`src/rtl/exc_entry_pkg.sv`:
```
package exc_entry_pkg;

    typedef enum logic [2:0] {
        EK_HARD   = 3'd0,
        EK_SOFT   = 3'd1,
        EK_NMI    = 3'd2,
        EK_DEBUG  = 3'd3,
        EK_REFILL = 3'd4,
        EK_GEN    = 3'd5,
        EK_MCHK   = 3'd6,
        EK_BAD    = 3'd7
    } exc_kind_e;

    typedef enum logic [1:0] {
        VC_ERROR   = 2'd0,
        VC_DEBUG   = 2'd1,
        VC_GENERAL = 2'd2,
        VC_NONE    = 2'd3
    } vec_class_e;

    localparam int ST_CU0 = 28;
    localparam int ST_BEV = 22;
    localparam int ST_SR  = 20;
    localparam int ST_NMI = 19;
    localparam int ST_ERL = 2;
    localparam int ST_EXL = 1;
    localparam int CA_BD  = 31;
    localparam int CA_CODE_LO = 2;
    localparam int CA_CODE_HI = 6;

    localparam logic [4:0] MCHK_CODE = 5'd24;

endpackage

```
`src/rtl/exc_ret_addr.sv`:
```
module exc_ret_addr #(
    parameter int XLEN      = 32,
    parameter int INSN_SIZE = 4
) (
    input  logic [XLEN-1:0] pc_i,
    input  logic            in_slot_i,
    output logic [XLEN-1:0] ret_o
);
    localparam logic [XLEN-1:0] STEP = XLEN'(INSN_SIZE);

    always_comb begin
        ret_o = in_slot_i ? (pc_i - STEP) : pc_i;
    end
endmodule

```
`src/rtl/exc_vec_sel.sv`:
```
module exc_vec_sel
    import exc_entry_pkg::*;
#(
    parameter int              XLEN       = 32,
    parameter logic [XLEN-1:0] RESET_VEC  = 32'hBFC0_0000,
    parameter logic [XLEN-1:0] DEBUG_VEC  = 32'hBFC0_0480,
    parameter logic [XLEN-1:0] BOOT_BASE  = 32'hBFC0_0200,
    parameter logic [XLEN-1:0] NORM_BASE  = 32'h8000_0000,
    parameter logic [XLEN-1:0] REFILL_OFF = 32'h0000_0000,
    parameter logic [XLEN-1:0] OTHER_OFF  = 32'h0000_0180
) (
    input  logic [2:0]      kind_i,
    input  logic            bev_i,
    output vec_class_e      cls_o,
    output logic [XLEN-1:0] vec_o
);
    logic [XLEN-1:0] base;

    always_comb begin
        base = bev_i ? BOOT_BASE : NORM_BASE;
        unique case (exc_kind_e'(kind_i))
            EK_HARD, EK_SOFT, EK_NMI: begin cls_o = VC_ERROR;   vec_o = RESET_VEC;          end
            EK_DEBUG:                 begin cls_o = VC_DEBUG;   vec_o = DEBUG_VEC;          end
            EK_REFILL:                begin cls_o = VC_GENERAL; vec_o = base + REFILL_OFF;  end
            EK_GEN, EK_MCHK:          begin cls_o = VC_GENERAL; vec_o = base + OTHER_OFF;   end
            default:                  begin cls_o = VC_NONE;    vec_o = RESET_VEC;          end
        endcase
    end
endmodule

```
`src/rtl/exc_cp0_gate.sv`:
```
module exc_cp0_gate (
    input  logic user_mode_i,
    input  logic cu0_i,
    input  logic erl_i,
    input  logic exl_i,
    output logic ok_o
);
    always_comb begin
        ok_o = !(user_mode_i && !cu0_i && !erl_i && !exl_i);
    end
endmodule

```
`src/rtl/exc_entry_ctrl.sv`:
```
module exc_entry_ctrl
    import exc_entry_pkg::*;
#(
    parameter int TLB_ENTRIES = 16,
    parameter int RW          = $clog2(TLB_ENTRIES)
) (
    input  logic          clk,
    input  logic          rst_n,
    input  logic          req_i,
    input  logic [2:0]    kind_i,
    input  logic [4:0]    code_i,
    input  logic [31:0]   pc_i,
    input  logic          in_slot_i,
    input  logic          user_mode_i,
    input  logic [31:0]   status_i,
    input  logic [31:0]   cause_i,
    output logic [31:0]   pc_o,
    output logic [31:0]   epc_o,
    output logic [31:0]   errorepc_o,
    output logic [31:0]   depc_o,
    output logic [31:0]   status_o,
    output logic [31:0]   cause_o,
    output logic [RW-1:0] wired_o,
    output logic [31:0]   watchlo_o,
    output logic [RW-1:0] random_o,
    output logic          slot_clr_o,
    output logic          debug_mode_o,
    output logic          bad_kind_o,
    output logic          cp0_ok_o
);
    localparam logic [31:0] RESET_VEC = 32'hBFC0_0000;
    localparam logic [31:0] ST_BOOT   = (32'd1 << ST_BEV) | (32'd1 << ST_ERL);
    localparam logic [RW-1:0] RAND_TOP = RW'(TLB_ENTRIES - 1);

    typedef struct packed {
        logic [31:0]   pc;
        logic [31:0]   epc;
        logic [31:0]   errorepc;
        logic [31:0]   depc;
        logic [31:0]   status;
        logic [31:0]   cause;
        logic [RW-1:0] wired;
        logic [31:0]   watchlo;
        logic [RW-1:0] random;
        logic          slot_clr;
        logic          dm;
        logic          bad;
    } entry_state_t;

    localparam entry_state_t RESET_STATE = '{
        pc: RESET_VEC, epc: '0, errorepc: '0, depc: '0, status: ST_BOOT,
        cause: '0, wired: '0, watchlo: '0, random: RAND_TOP,
        slot_clr: 1'b0, dm: 1'b0, bad: 1'b0
    };

    entry_state_t st_d, st_q;
    logic [31:0]  ret_addr;
    logic [31:0]  vec_addr;
    vec_class_e   vec_cls;
    logic [4:0]   code_eff;

    exc_ret_addr #(.XLEN(32), .INSN_SIZE(4)) u_ret (
        .pc_i      (pc_i),
        .in_slot_i (in_slot_i),
        .ret_o     (ret_addr)
    );

    exc_vec_sel #(.XLEN(32), .RESET_VEC(RESET_VEC)) u_vec (
        .kind_i (kind_i),
        .bev_i  (status_i[ST_BEV]),
        .cls_o  (vec_cls),
        .vec_o  (vec_addr)
    );

    exc_cp0_gate u_gate (
        .user_mode_i (user_mode_i),
        .cu0_i       (status_i[ST_CU0]),
        .erl_i       (status_i[ST_ERL]),
        .exl_i       (status_i[ST_EXL]),
        .ok_o        (cp0_ok_o)
    );

    always_comb begin
        st_d          = st_q;
        st_d.slot_clr = 1'b0;
        st_d.bad      = 1'b0;
        code_eff      = (exc_kind_e'(kind_i) == EK_MCHK) ? MCHK_CODE : code_i;
        if (req_i) begin
            if (vec_cls == VC_NONE) begin
                st_d.bad = 1'b1;
            end else begin
                st_d.pc       = vec_addr;
                st_d.slot_clr = in_slot_i;
                unique case (vec_cls)
                    VC_ERROR: begin
                        st_d.errorepc = ret_addr;
                        st_d.status   = ST_BOOT;
                        unique case (exc_kind_e'(kind_i))
                            EK_HARD: begin
                                st_d.wired   = '0;
                                st_d.watchlo = '0;
                                st_d.random  = RAND_TOP;
                                st_d.dm      = 1'b0;
                            end
                            EK_SOFT: begin
                                st_d.status[ST_SR] = 1'b1;
                                st_d.watchlo       = '0;
                            end
                            default: st_d.status[ST_NMI] = 1'b1;
                        endcase
                    end
                    VC_DEBUG: begin
                        st_d.depc = ret_addr;
                        st_d.dm   = 1'b1;
                    end
                    default: begin
                        st_d.epc                         = ret_addr;
                        st_d.status                      = status_i;
                        st_d.status[ST_EXL]              = 1'b1;
                        st_d.cause                       = cause_i;
                        st_d.cause[CA_BD]                = in_slot_i;
                        st_d.cause[CA_CODE_HI:CA_CODE_LO] = code_eff;
                    end
                endcase
            end
        end
    end

    always_ff @(posedge clk) begin
        if (!rst_n) st_q <= RESET_STATE;
        else        st_q <= st_d;
    end

    assign pc_o         = st_q.pc;
    assign epc_o        = st_q.epc;
    assign errorepc_o   = st_q.errorepc;
    assign depc_o       = st_q.depc;
    assign status_o     = st_q.status;
    assign cause_o      = st_q.cause;
    assign wired_o      = st_q.wired;
    assign watchlo_o    = st_q.watchlo;
    assign random_o     = st_q.random;
    assign slot_clr_o   = st_q.slot_clr;
    assign debug_mode_o = st_q.dm;
    assign bad_kind_o   = st_q.bad;
endmodule

```
`config.mk`:
```
export PLATFORM = sky130hd
export DESIGN_NAME = exc_entry_ctrl
export DESIGN_NICKNAME = d
export VERILOG_FILES = /design/src/rtl/exc_entry_pkg.sv /design/src/rtl/exc_ret_addr.sv /design/src/rtl/exc_vec_sel.sv /design/src/rtl/exc_cp0_gate.sv /design/src/rtl/exc_entry_ctrl.sv
export SDC_FILE = /design/constraint.sdc
export NUM_CORES = 1
export LEC_CHECK = 0
export BUFFER_PORTS_ARGS = -buffer_cell sky130_fd_sc_hd__buf_2
export CORE_MARGIN = 10
export CORE_UTILIZATION = 35
export CTS_CLUSTER_SIZE = 16
export DETAILED_ROUTE_END_ITERATION = 8
export GPL_TIMING_DRIVEN = 0
export PLACE_DENSITY = 0.67
export SLEW_MARGIN = 10
export SYNTH_ARGS = -nofsm -noshare
export SYNTH_HDL_FRONTEND = slang
export SYNTH_SLANG_ARGS = --single-unit
export TNS_END_PERCENT = 20
```
`constraint.sdc`:
```
create_clock -name clk -period 3.33 [get_ports clk]
set_input_delay 0.1665 -clock clk [delete_from_list [all_inputs] [get_ports clk]]
set_output_delay 0.1665 -clock clk [all_outputs]
set_load 0.02 [all_outputs]
```
==> results of run 1 <==
[metrics by stage]
step	std cells	worst slack, ns	utilization	power [uW]	hold WS [ns]
after floorplan	867	1.519	-	2660	0.3114
after global placement	1412	0.7972	0.4494	2945	0.4186
after detailed placement	1412	0.7262	0.4494	2952	0.4237
after CTS	1469	1.152	0.4885	4804	0.0004914
after global routing	1469	1.043	0.4885	4967	0.009955
final	1469	1.254	0.4885	4764	0.008304
[routing by layer]
metal,routed length [um],global-route usage
met1,11200,0.2309
met2,13040,0.3315
met3,2708,0.07937
met4,354,0.04880
met5,13,0
[cells by family after synthesis]
kind of cell	count (synthesis)	synth area share
AND/OR/NAND/NOR	240	0.1682
AO/OA/AOI/OAI	236	0.2093
flip-flops	168	0.4735
buffers and inverters	130	0.1060
XOR/XNOR	28	0.03452
multiplexers	4	0.005637
other	2	0.001057
adder cells (fa/ha/maj)	1	0.001761
[timing repair]
| item | in CTS | in global routing |
|---|---|---|
| hold endpoints to repair | 25 | 0 |
| setup buffers | 0 | 0 |
| hold buffers | 25 | 0 |
[worst reg2reg max path, stage by stage (launching register included)]
cell and delay (ns):
sky130_fd_sc_hd__dfxtp_1 0.47, sky130_fd_sc_hd__a21oi_1 0.06, sky130_fd_sc_hd__o21ai_0 0.17
[area by class of cell]
cell class              instances  area (um^2)  share of cell area
clock inverters                13        93.84            0.009554
inverters                       3        11.26            0.001146
well taps                     270        337.8             0.03439
repair buffers                300         1627              0.1656
flip-flops and latches        168         3363              0.3424
clock buffers                  19        442.9             0.04510
plain buffers                 127        742.0             0.07554
multi-input cells             569         3204              0.3262
[layout by cell type, fill, tap and decap left out, types with 2 or more instances in the layout]
master                          count
sky130_fd_sc_hd__dlygate4sd3_1     25
sky130_fd_sc_hd__o21ai_0           73
sky130_fd_sc_hd__or2_2              2
sky130_fd_sc_hd__nand3_1           34
sky130_fd_sc_hd__o211a_1           27
sky130_fd_sc_hd__nor3b_1            3
sky130_fd_sc_hd__nand2b_1           2
sky130_fd_sc_hd__or3_1              8
sky130_fd_sc_hd__nor4_1             2
sky130_fd_sc_hd__xor2_1             5
sky130_fd_sc_hd__clkinv_4           3
sky130_fd_sc_hd__clkbuf_1          52
sky130_fd_sc_hd__mux2i_1            4
sky130_fd_sc_hd__dfxtp_1          168
sky130_fd_sc_hd__buf_1              5
sky130_fd_sc_hd__buf_2            277
sky130_fd_sc_hd__clkbuf_16         17
sky130_fd_sc_hd__or4_1              4
sky130_fd_sc_hd__conb_1            60
sky130_fd_sc_hd__xnor2_1           23
sky130_fd_sc_hd__a21oi_1           68
sky130_fd_sc_hd__inv_1              3
sky130_fd_sc_hd__nor2b_1            5
sky130_fd_sc_hd__nand2_1          128
sky130_fd_sc_hd__inv_6              4
sky130_fd_sc_hd__a21boi_0          66
sky130_fd_sc_hd__nor3_1            10
sky130_fd_sc_hd__nor4_4             3
sky130_fd_sc_hd__clkinv_2           5
sky130_fd_sc_hd__nor2_1            23
sky130_fd_sc_hd__buf_4             68
sky130_fd_sc_hd__nor4_2             4
[sequential cells by signal, indices dropped and copies added, names as in the netlist]
signal / cells
epc_o: 32
debug_mode_o: 1
slot_clr_o: 1
depc_o: 32
bad_kind_o: 1
errorepc_o: 32
pc_o: 5
cause_o: 32
status_o: 32
[worst paths after layout]
path	end	startpoint	slack, ns
setup / recovery	depc_o[13]$_SDFFE_PN0P_	in_slot_i	1.25
hold / removal	cause_o[14]$_SDFFE_PN0P_	cause_i[14]	0.008
setup reg to reg	pc_o[28]$_SDFFE_PN1P_	pc_o[28]$_SDFFE_PN1P_	2.55
hold reg to reg	status_o[28]$_SDFFE_PN0P_	status_o[28]$_SDFFE_PN0P_	0.46
[power groups by stage]
stage / logic, uW / clock network, uW / registers [uW]
6_report: 779 / 1830 / 2160
5_1_grt: 851 / 1950 / 2160
4_1_cts: 779 / 1870 / 2150
3_5_place_dp: 754 / 0 / 2200
3_3_place_gp: 749 / 0 / 2200
2_1_floorplan: 342 / 0 / 2320
==> key figures, run 1 <==
Drt
  • Vias post-DR: between 6000 and 7000
  • Number of optimization iterations in the first detailed-route pass: 5
  • Number of DRC violations after detailed-routing iteration 0: ~390
  • WL final: between 20 and 30 mm
  • Antenna-violating nets left: 0
  • Total DRC errors in the routed layout: 0
  • Average wire length per cell after detail routing: approximately 19 um
  • Avg Vias per Cell: between 4 and 5

Worst setup path
  • Crit path required time: around 3.6 ns
  • Number of cells on the critical path: 6
  • Critical path data arrival time: roughly 2.4 ns
  • Ordered list of cells on the worst path: buf_2 -> nor4b_1 -> nand3_1 -> or4_1 -> xor2_1 -> a21oi_1
  • Buffer and inverter count on the worst path: 1
  • Setup crit end kind: register
  • Worst-case reg-to-reg path depth: 2
  • Crit path max-delay family: simple AND/OR/NAND/NOR gates
  • Standard cell with the maximum stage delay on the critical path: sky130_fd_sc_hd__nor4b_1
  • Delay of the slowest cell on the worst path: around 0.74 ns
  • WS Path Type: primary input to register
  • Crit start category: primary input
  • Worst-path maximum fanout: 10

Synth
  • Ys async rst share: 0
  • Combined area of all synthesized cells: just over 0.007 mm^2
  • Cell count after synthesis: 809
  • Ys Warns: 0
  • Syn avg cell area: just under 9 um^2
  • Count of flip-flops with a built-in enable after synthesis: 0
  • Top cells by instance count after synthesis: sky130_fd_sc_hd__dfxtp_1 (168), sky130_fd_sc_hd__nand2_1 (128), sky130_fd_sc_hd__o21ai_0 (73), sky130_fd_sc_hd__a21oi_1 (68), sky130_fd_sc_hd__buf_4 (68)
  • Cell types occupying the most area after synthesis: sky130_fd_sc_hd__dfxtp_1 (47%), sky130_fd_sc_hd__buf_4 (7.2%), sky130_fd_sc_hd__a21boi_0 (7.0%)
  • Number of different library cells in the post-synthesis netlist: between 40 and 50
  • Leading area contributor after synthesis: sky130_fd_sc_hd__dfxtp_1
  • FF+latch count, synth: about 170
  • Top_reg_cell synth: sky130_fd_sc_hd__dfxtp_1
  • Sequential area share after synthesis: 0.4735
  • Fraction of synthesized cell area taken by the top area cell type: 0.4735
  • Most used standard cell by instance count after synthesis: sky130_fd_sc_hd__dfxtp_1

Floorplanning
  • Starting utilization of the core area: 0.3533
  • Placement Rows: 52
  • Die footprint: between 0.02 and 0.03 mm^2
  • Std-Cell Core Area: between 0.02 and 0.025 mm^2
  • Die boundary height: 162.5 um
  • Die width: between 150 and 200 um
  • Ports placed on the boundary: 345

Timing
  • Actual slew at the worst max-slew pin: about 0.94 ns
  • Endpoints failing setup: 0
  • Fin crit share: 0.6234
  • Maximum clock skew at final layout: 0 ns
  • Final worst path period need: roughly 2.1 ns
  • Tightest slew margin relative to the limit: 0.3719
  • Final hold violations: 0
  • Unrepaired setup endpoints after global routing: false
  • Count of pins over their slew limit: 0
  • Final setup TNS: 0 ns
  • Fmax achieved: 481.7 MHz

Power and ir drop
  • Worst voltage drop across the vdd grid: 0.2945 mV
  • Clk pwr share: 0.384
  • Portion of total power attributed to sequential cells: 0.452
  • Switching power summed over all nets: about 1400 uW
  • Cell Int Power: around 3400 uW
  • Switching part of the total power: 0.2928
  • Leakage power total: 0.004772 uW
  • Power density over the cells: between 400 and 500 mW/mm^2
  • Relative contribution of combinational cells to total power: 0.163

Clock network
  • Number of CTS-inserted buffers: 17
  • Clock latency reported for the late side of the worst-skew pair: approximately 0.42 ns
  • Number of H-tree levels: 4
  • Max Root-Sink Buffers: 2
  • CTS sink cnt: between 150 and 200
  • Clock-pin slew on the worst setup and hold paths: 0.07 ns
  • CTS tree: built
  • Buffer type at the clock tree root: sky130_fd_sc_hd__clkbuf_16
  • Resize count post-CTS: 0

Cells and area
  • Final nets: about 1300
  • Filler cells: approximately 2000
  • Inserted Diodes: 0
  • Fraction of layout instances using a drive strength above 1: 0.3253
  • Non-Filler Cell Area, Final: 0.009822 mm^2
  • Area growth from synthesis to layout: 38.28%

GRT
  • Total global routing track utilization: 0.1979
  • Wire length of the first global-routing pass: about 41 mm
  • Pin count of the biggest net entering global routing: 17
  • Vias in the first global route: 6908
  • Initial antenna violation count: 1
  • Remaining global-route overflow: 0

Min path
  • Hold path depth: 3
  • HP Class: primary input to register

Placed design
  • Placed wire-length estimate: about 21 mm
  • Global placer's final weighted congestion: approximately 0.82
  • Number of input and output port buffers inserted: 275
  • Dpl cell area: roughly 0.0090 mm^2

Status
  • Result of the run: complete, no violations

Run
  • Max Cap Violations: 0
(Power assumes the default switching activity.)
==> inputs of run 2 (changes only) <==
==> constraint.sdc (replaced) <==
create_clock -name clk -period 2.1 [get_ports clk]
set_input_delay 0.105 -clock clk [delete_from_list [all_inputs] [get_ports clk]]
set_output_delay 0.105 -clock clk [all_outputs]
set_load 0.02 [all_outputs]
==> key figures, run 2 (synthesis results as in run 1) <==
Status
  • Result of the run: complete, no violations

Timing
  • Fmax achieved: 553.7 MHz
  • Maximum clock skew at final layout: 0 ns (unchanged)
  • Final worst path period need: roughly 1.8 ns
  • Actual slew at the worst max-slew pin: 0.7781 ns (-0.1607 ns)
  • Final hold violations: 0 (unchanged)
  • Endpoints failing setup: 0 (unchanged)
  • Fin crit share: 0.8600
  • Unrepaired setup endpoints after global routing: false
  • Tightest slew margin relative to the limit: 0.4797 (+0.1079)
  • Count of pins over their slew limit: 0 (unchanged)

Worst setup path
  • Critical path data arrival time: 2.08 ns (-0.29 ns)
  • Worst-case reg-to-reg path depth: 2 (unchanged)
  • Reg2Reg Setup Slack: 1.31 ns (-1.24 ns)
  • Setup crit end kind: register
  • WS Path Type: primary input to register
  • Crit path required time: 2.38 ns (-1.24 ns)
  • Worst-path maximum fanout: 10 (unchanged)
  • Crit start category: primary input

Cells and area
  • Final nets: 1331 (+2.7%)
  • Share of the core filled with cells in the final layout: 0.5065 (+0.01799)
  • Fraction of layout instances using a drive strength above 1: 0.3193 (-0.005984)
  • Non-filler cells in the finished layout: 1504 (+2.4%)
  • Leading cell types in the layout, fill and taps excluded: sky130_fd_sc_hd__buf_2 (277), sky130_fd_sc_hd__dfxtp_1 (168), sky130_fd_sc_hd__nand2_1 (128)
  • Inserted Diodes: 0 (unchanged)
  • Commonest non-fill, non-tap cell in the layout: sky130_fd_sc_hd__buf_2
  • Area growth from synthesis to layout: 43.37%

Drt
  • Number of DRC violations after detailed-routing iteration 0: 412 (+7.0%)
  • Vias post-DR: 6992 (+2.0%)
  • Total DRC errors in the routed layout: 0 (unchanged)
  • WL final: 27.89 mm (+2.1%)
  • Avg Vias per Cell: 4.649 (-0.36%)
  • Average wire length per cell after detail routing: 18.54 um (-0.25%)
  • Number of optimization iterations in the first detailed-route pass: 5 (unchanged)
  • Antenna-violating nets left: 0 (unchanged)

Placed design
  • Placed wire-length estimate: 21.17 mm (unchanged)
  • Number of instances in the placed design: 1412 (unchanged)
  • Number of input and output port buffers inserted: 275 (unchanged)
  • Global placer's final weighted congestion: 0.8181 (unchanged)

GRT
  • Total global routing track utilization: 0.2037 (+0.005869)
  • Pin count of the biggest net entering global routing: 17 (unchanged)
  • Initial antenna violation count: 1 (unchanged)
  • Vias in the first global route: 7151 (+3.5%)
  • Remaining global-route overflow: 0 (unchanged)
  • Wire length of the first global-routing pass: 42.68 mm (+3.3%)

Clock network
  • Clock latency reported for the late side of the worst-skew pair: 0.41 ns (about the same)
  • Number of CTS-inserted buffers: 17 (unchanged)
  • Number of H-tree levels: 4 (unchanged)
  • CTS sink cnt: 168 (unchanged)
  • Max Root-Sink Buffers: 2 (unchanged)
  • Clock-pin slew on the worst setup and hold paths: 0.06 ns (about the same)
  • Post-CTS setup-driven buffer insertion count: 0 (unchanged)
  • CTS tree: built
  • Buffer type at the clock tree root: sky130_fd_sc_hd__clkbuf_16

Floorplanning
  • Starting utilization of the core area: 0.3533 (unchanged)
  • Die boundary height: 162.5 um (unchanged)
  • Std-Cell Core Area: 0.02010 mm^2 (unchanged)
  • Die footprint: 0.02639 mm^2 (unchanged)
  • Die width: 162.5 um (unchanged)
  • Ports placed on the boundary: 345 (unchanged)
  • Placement Rows: 52 (unchanged)

Min path
  • HP Class: primary input to register
  • Hold path depth: 3 (unchanged)

Power and ir drop
  • Power density over the cells: 747.2 mW/mm^2 (+54%)
  • Leakage power total: 0.004926 uW (+3.2%)
  • Worst voltage drop across the vdd grid: 0.4677 mV (+59%)

Run
  • Max Cap Violations: 0 (unchanged)
[run 2: layout make-up]
| cell class | count | area (um^2) |
|---|---|---|
| Inverter | 3 | 11.26 |
| Timing Repair Buffer | 335 | 1977 |
| Tap cell | 270 | 337.8 |
| Clock buffer | 19 | 442.9 |
| Buffer | 127 | 744.5 |
| Multi-Input combinational cell | 569 | 3213 |
| Fill cell | 1941 | 9921 |
| Sequential cell | 168 | 3363 |
| Clock inverter | 13 | 93.84 |
[run 2: repair_timing]
item,in CTS,in global routing
gates cloned,0,0
setup endpoints to repair,3,20
hold buffers,60,0
endpoints found under the hold margin,64,0
gates resized for setup,1,4
[run 2: critical path: stages]
cell,delay [ns]
sky130_fd_sc_hd__buf_2,0.09
sky130_fd_sc_hd__clkbuf_1,0.36
sky130_fd_sc_hd__and3_1,0.35
sky130_fd_sc_hd__clkbuf_1,0.49
sky130_fd_sc_hd__clkbuf_1,0.53
sky130_fd_sc_hd__a21oi_1,0.16
[run 2: stage by stage]
step           worst slack [ns]  hold slack, ns  TNS (ns)  total power, uW  instance area, um^2
2_1_floorplan            0.3503          0.2499         0             4218                 7321
3_3_place_gp            -0.3713          0.3571    -11.03             4670                 9035
3_5_place_dp            -0.4423          0.3622    -13.85             4681                 9035
4_1_cts                  0.1345         0.01546         0             7673                10180
5_1_grt                 0.04580         0.02720         0             7941                10180
6_report                 0.2940         0.03275         0             7610                10180
[run 2: report_power, final]
group	internal, uW	switching [uW]
Combinational	489	807
Sequential	3340	76.0
Clock	1560	1340
[run 2: worst paths after layout]
| kind | startpoint | endpoint |
|---|---|---|
| setup / recovery | req_i | epc_o[21]$_SDFFE_PN0P_ |
| hold / removal | status_i[2] | status_o[2]$_SDFFE_PN1P_ |
| setup reg to reg | pc_o[28]$_SDFFE_PN1P_ | pc_o[28]$_SDFFE_PN1P_ |
| hold reg to reg | status_o[28]$_SDFFE_PN0P_ | status_o[28]$_SDFFE_PN0P_ |
[run 2: layer usage]
layer / share of wire / track usage
met2: 0.48 / 0.3423
met1: 0.41 / 0.2386
met5: 0.00065 / 0
met3: 0.094 / 0.07937
met4: 0.013 / 0.04963
==> inputs of run 3 (changes only) <==
--- a/config.mk
+++ b/config.mk
@@ -5,13 +5,13 @@
 export SDC_FILE = /design/constraint.sdc
 export NUM_CORES = 1
 export LEC_CHECK = 0
-export BUFFER_PORTS_ARGS = -buffer_cell sky130_fd_sc_hd__buf_2
 export CORE_MARGIN = 10
 export CORE_UTILIZATION = 35
 export CTS_CLUSTER_SIZE = 16
 export DETAILED_ROUTE_END_ITERATION = 8
+export DONT_BUFFER_PORTS = 1
 export GPL_TIMING_DRIVEN = 0
-export PLACE_DENSITY = 0.67
+export PLACE_DENSITY = 0.52
 export SLEW_MARGIN = 10
 export SYNTH_ARGS = -nofsm -noshare
 export SYNTH_HDL_FRONTEND = slang
==> key figures, run 3 (synthesis results as in run 1) <==
Status
  • Result of the run: complete, no violations

Drt
  • Avg Vias per Cell: 4.839 (+4.1%)
  • Number of optimization iterations in the first detailed-route pass: 4 (-1)
  • Total DRC errors in the routed layout: 0 (unchanged)
  • Average wire length per cell after detail routing: 21.16 um (+14%)
  • Antenna-violating nets left: 0 (unchanged)
  • WL final: 26.71 mm (-4.3%)
  • Number of DRC violations after detailed-routing iteration 0: 362 (-12%)
  • Vias post-DR: 6107 (-13%)

Cells and area
  • Sequential cell area: 0.003363 mm^2 (unchanged)
  • Filler cells: 2003 (+3.2%)
  • Leading cell types in the layout, fill and taps excluded: sky130_fd_sc_hd__dfxtp_1 (168), sky130_fd_sc_hd__nand2_1 (128), sky130_fd_sc_hd__dlygate4sd3_1 (93)
  • Commonest non-fill, non-tap cell in the layout: sky130_fd_sc_hd__dfxtp_1
  • Non-Filler Cell Area, Final: 0.009125 mm^2 (-10%)
  • Non-filler cells in the finished layout: 1262 (-16%)
  • Multi-input combinational cell area: 0.003204 mm^2 (-0.27%)
  • Final nets: 1089 (-18%)
  • Fraction of layout instances using a drive strength above 1: 0.1149 (-0.2044)
  • Inserted Diodes: 0 (unchanged)
  • Area growth from synthesis to layout: 28.47%

Worst setup path
  • Worst-path maximum fanout: 10 (unchanged)
  • Setup crit end kind: register
  • Critical path launch point: kind_i[2]
  • Reg2Reg Launch Point: debug_mode_o$_SDFFE_PN0P_
  • Worst-case reg-to-reg path depth: 3 (+1)
  • Crit start category: primary input
  • Critical path data arrival time: 2.24 ns (+0.16 ns)
  • WS Path Type: primary input to register
  • Crit path required time: 2.38 ns (about the same)

Floorplanning
  • Die boundary height: 162.5 um (unchanged)
  • Std-Cell Core Area: 0.02010 mm^2 (unchanged)
  • Placement Rows: 52 (unchanged)
  • Die footprint: 0.02639 mm^2 (unchanged)
  • Die width: 162.5 um (unchanged)
  • Starting utilization of the core area: 0.3533 (unchanged)
  • Ports placed on the boundary: 345 (unchanged)

Run
  • Max Cap Violations: 0 (unchanged)

Clock network
  • Clock latency reported for the late side of the worst-skew pair: 0.42 ns (about the same)
  • CTS tree: built
  • Number of H-tree levels: 4 (unchanged)
  • Number of CTS-inserted buffers: 17 (unchanged)
  • Clock-pin slew on the worst setup and hold paths: 0.07 ns (about the same)
  • Max Root-Sink Buffers: 2 (unchanged)
  • Buffer type at the clock tree root: sky130_fd_sc_hd__clkbuf_16
  • CTS sink cnt: 168 (unchanged)

Placed design
  • Number of input and output port buffers inserted: 0 (-100%)
  • Placed wire-length estimate: 20.07 mm (-5.2%)
  • Dpl cell area: 0.007659 mm^2 (-15%)
  • Number of instances in the placed design: 1137 (-19%)
  • Global placer's final weighted congestion: 0.7955 (-2.8%)

Timing
  • Unrepaired setup endpoints after global routing: false
  • Actual slew at the worst max-slew pin: 0.9461 ns (+0.1681 ns)
  • Final hold violations: 0 (unchanged)
  • Maximum clock skew at final layout: 0 ns (unchanged)
  • Fin crit share: 0.9348 (+0.07482)
  • Final worst path period need: 1.963 ns (+0.1571 ns)
  • Tightest slew margin relative to the limit: 0.3669 (-0.1128)
  • Endpoints failing setup: 0 (unchanged)
  • Fmax achieved: 509.4 MHz (-8.0%)
  • Count of pins over their slew limit: 0 (unchanged)

Power and ir drop
  • Leakage power total: 0.003745 uW (-24%)
  • Worst voltage drop across the vdd grid: 0.4650 mV (-0.57%)
  • Power density over the cells: 810.6 mW/mm^2 (+8.5%)

Min path
  • HP Class: primary input to register
  • Min-Delay Startpoint: pc_i[2]
  • Hold path depth: 3 (unchanged)

GRT
  • Vias in the first global route: 6039 (-16%)
  • Total global routing track utilization: 0.1925 (-0.01118)
  • Wire length of the first global-routing pass: 39.36 mm (-7.8%)
  • Remaining global-route overflow: 0 (unchanged)
  • Initial antenna violation count: 0 (-1)
  • Pin count of the biggest net entering global routing: 17 (unchanged)
[run 3: what timing repair did]
action	in CTS	in global routing
setup buffers	0	0
gates resized for setup	0	0
endpoints found under the hold margin	139	0
hold buffers	93	0
[run 3: cell type report]
cell class,count,area share
tap,270,0.03702
inverter,3,0.001234
multi-input combinational,569,0.3512
timing repair buffer,93,0.1020
buffer,127,0.08131
sequential,168,0.3686
clock inverter,11,0.008227
clock buffer,21,0.05046
[run 3: worst max-delay path: stages]
cell and delay [ns]:
sky130_fd_sc_hd__clkbuf_1 0.13, sky130_fd_sc_hd__nand2b_1 0.20, sky130_fd_sc_hd__nor2_1 0.73, sky130_fd_sc_hd__clkbuf_1 0.40
sky130_fd_sc_hd__clkbuf_1 0.53, sky130_fd_sc_hd__a21oi_1 0.14
[run 3: metrics by stage]
stage | TNS [ns] | hold slack (ns) | setup slack (ns) | util | power (uW)
after floorplan | 0 | 0.2499 | 0.3503 | - | 4218
after global placement | -3.651 | 0.2511 | -0.2192 | 0.3809 | 4425
after detailed placement | -5.148 | 0.2611 | -0.2483 | 0.3809 | 4429
after CTS | 0 | 0.01209 | 0.2082 | 0.4539 | 7480
after global routing | 0 | 0.02984 | 0.02534 | 0.4539 | 7721
final | 0 | 0.02764 | 0.1369 | 0.4539 | 7397
[run 3: final timing paths]
kind	to	slack, ns
hold / removal	errorepc_o[2]$_SDFFE_PN0P_	0.03
setup / recovery	depc_o[21]$_SDFFE_PN0P_	0.14
hold reg to reg	status_o[7]$_SDFFE_PN0P_	0.57
setup reg to reg	debug_mode_o$_SDFFE_PN0P_	0.72
[run 3: routing by layer]
layer  vias up  global-route usage  wire, um
li1       2987                   -         -
met3        19             0.09960      3511
met2       241              0.3134     12670
met5         -                   0         0
met1      2860              0.2175     10180
met4         0             0.05087       344
[run 3: power by group]
group | leakage, uW | internal (uW) | switching (uW)
Clock | 0.000251 | 1570 | 1310
Combinational | 0.00212 | 361 | 482
Sequential | 0.00137 | 3340 | 328
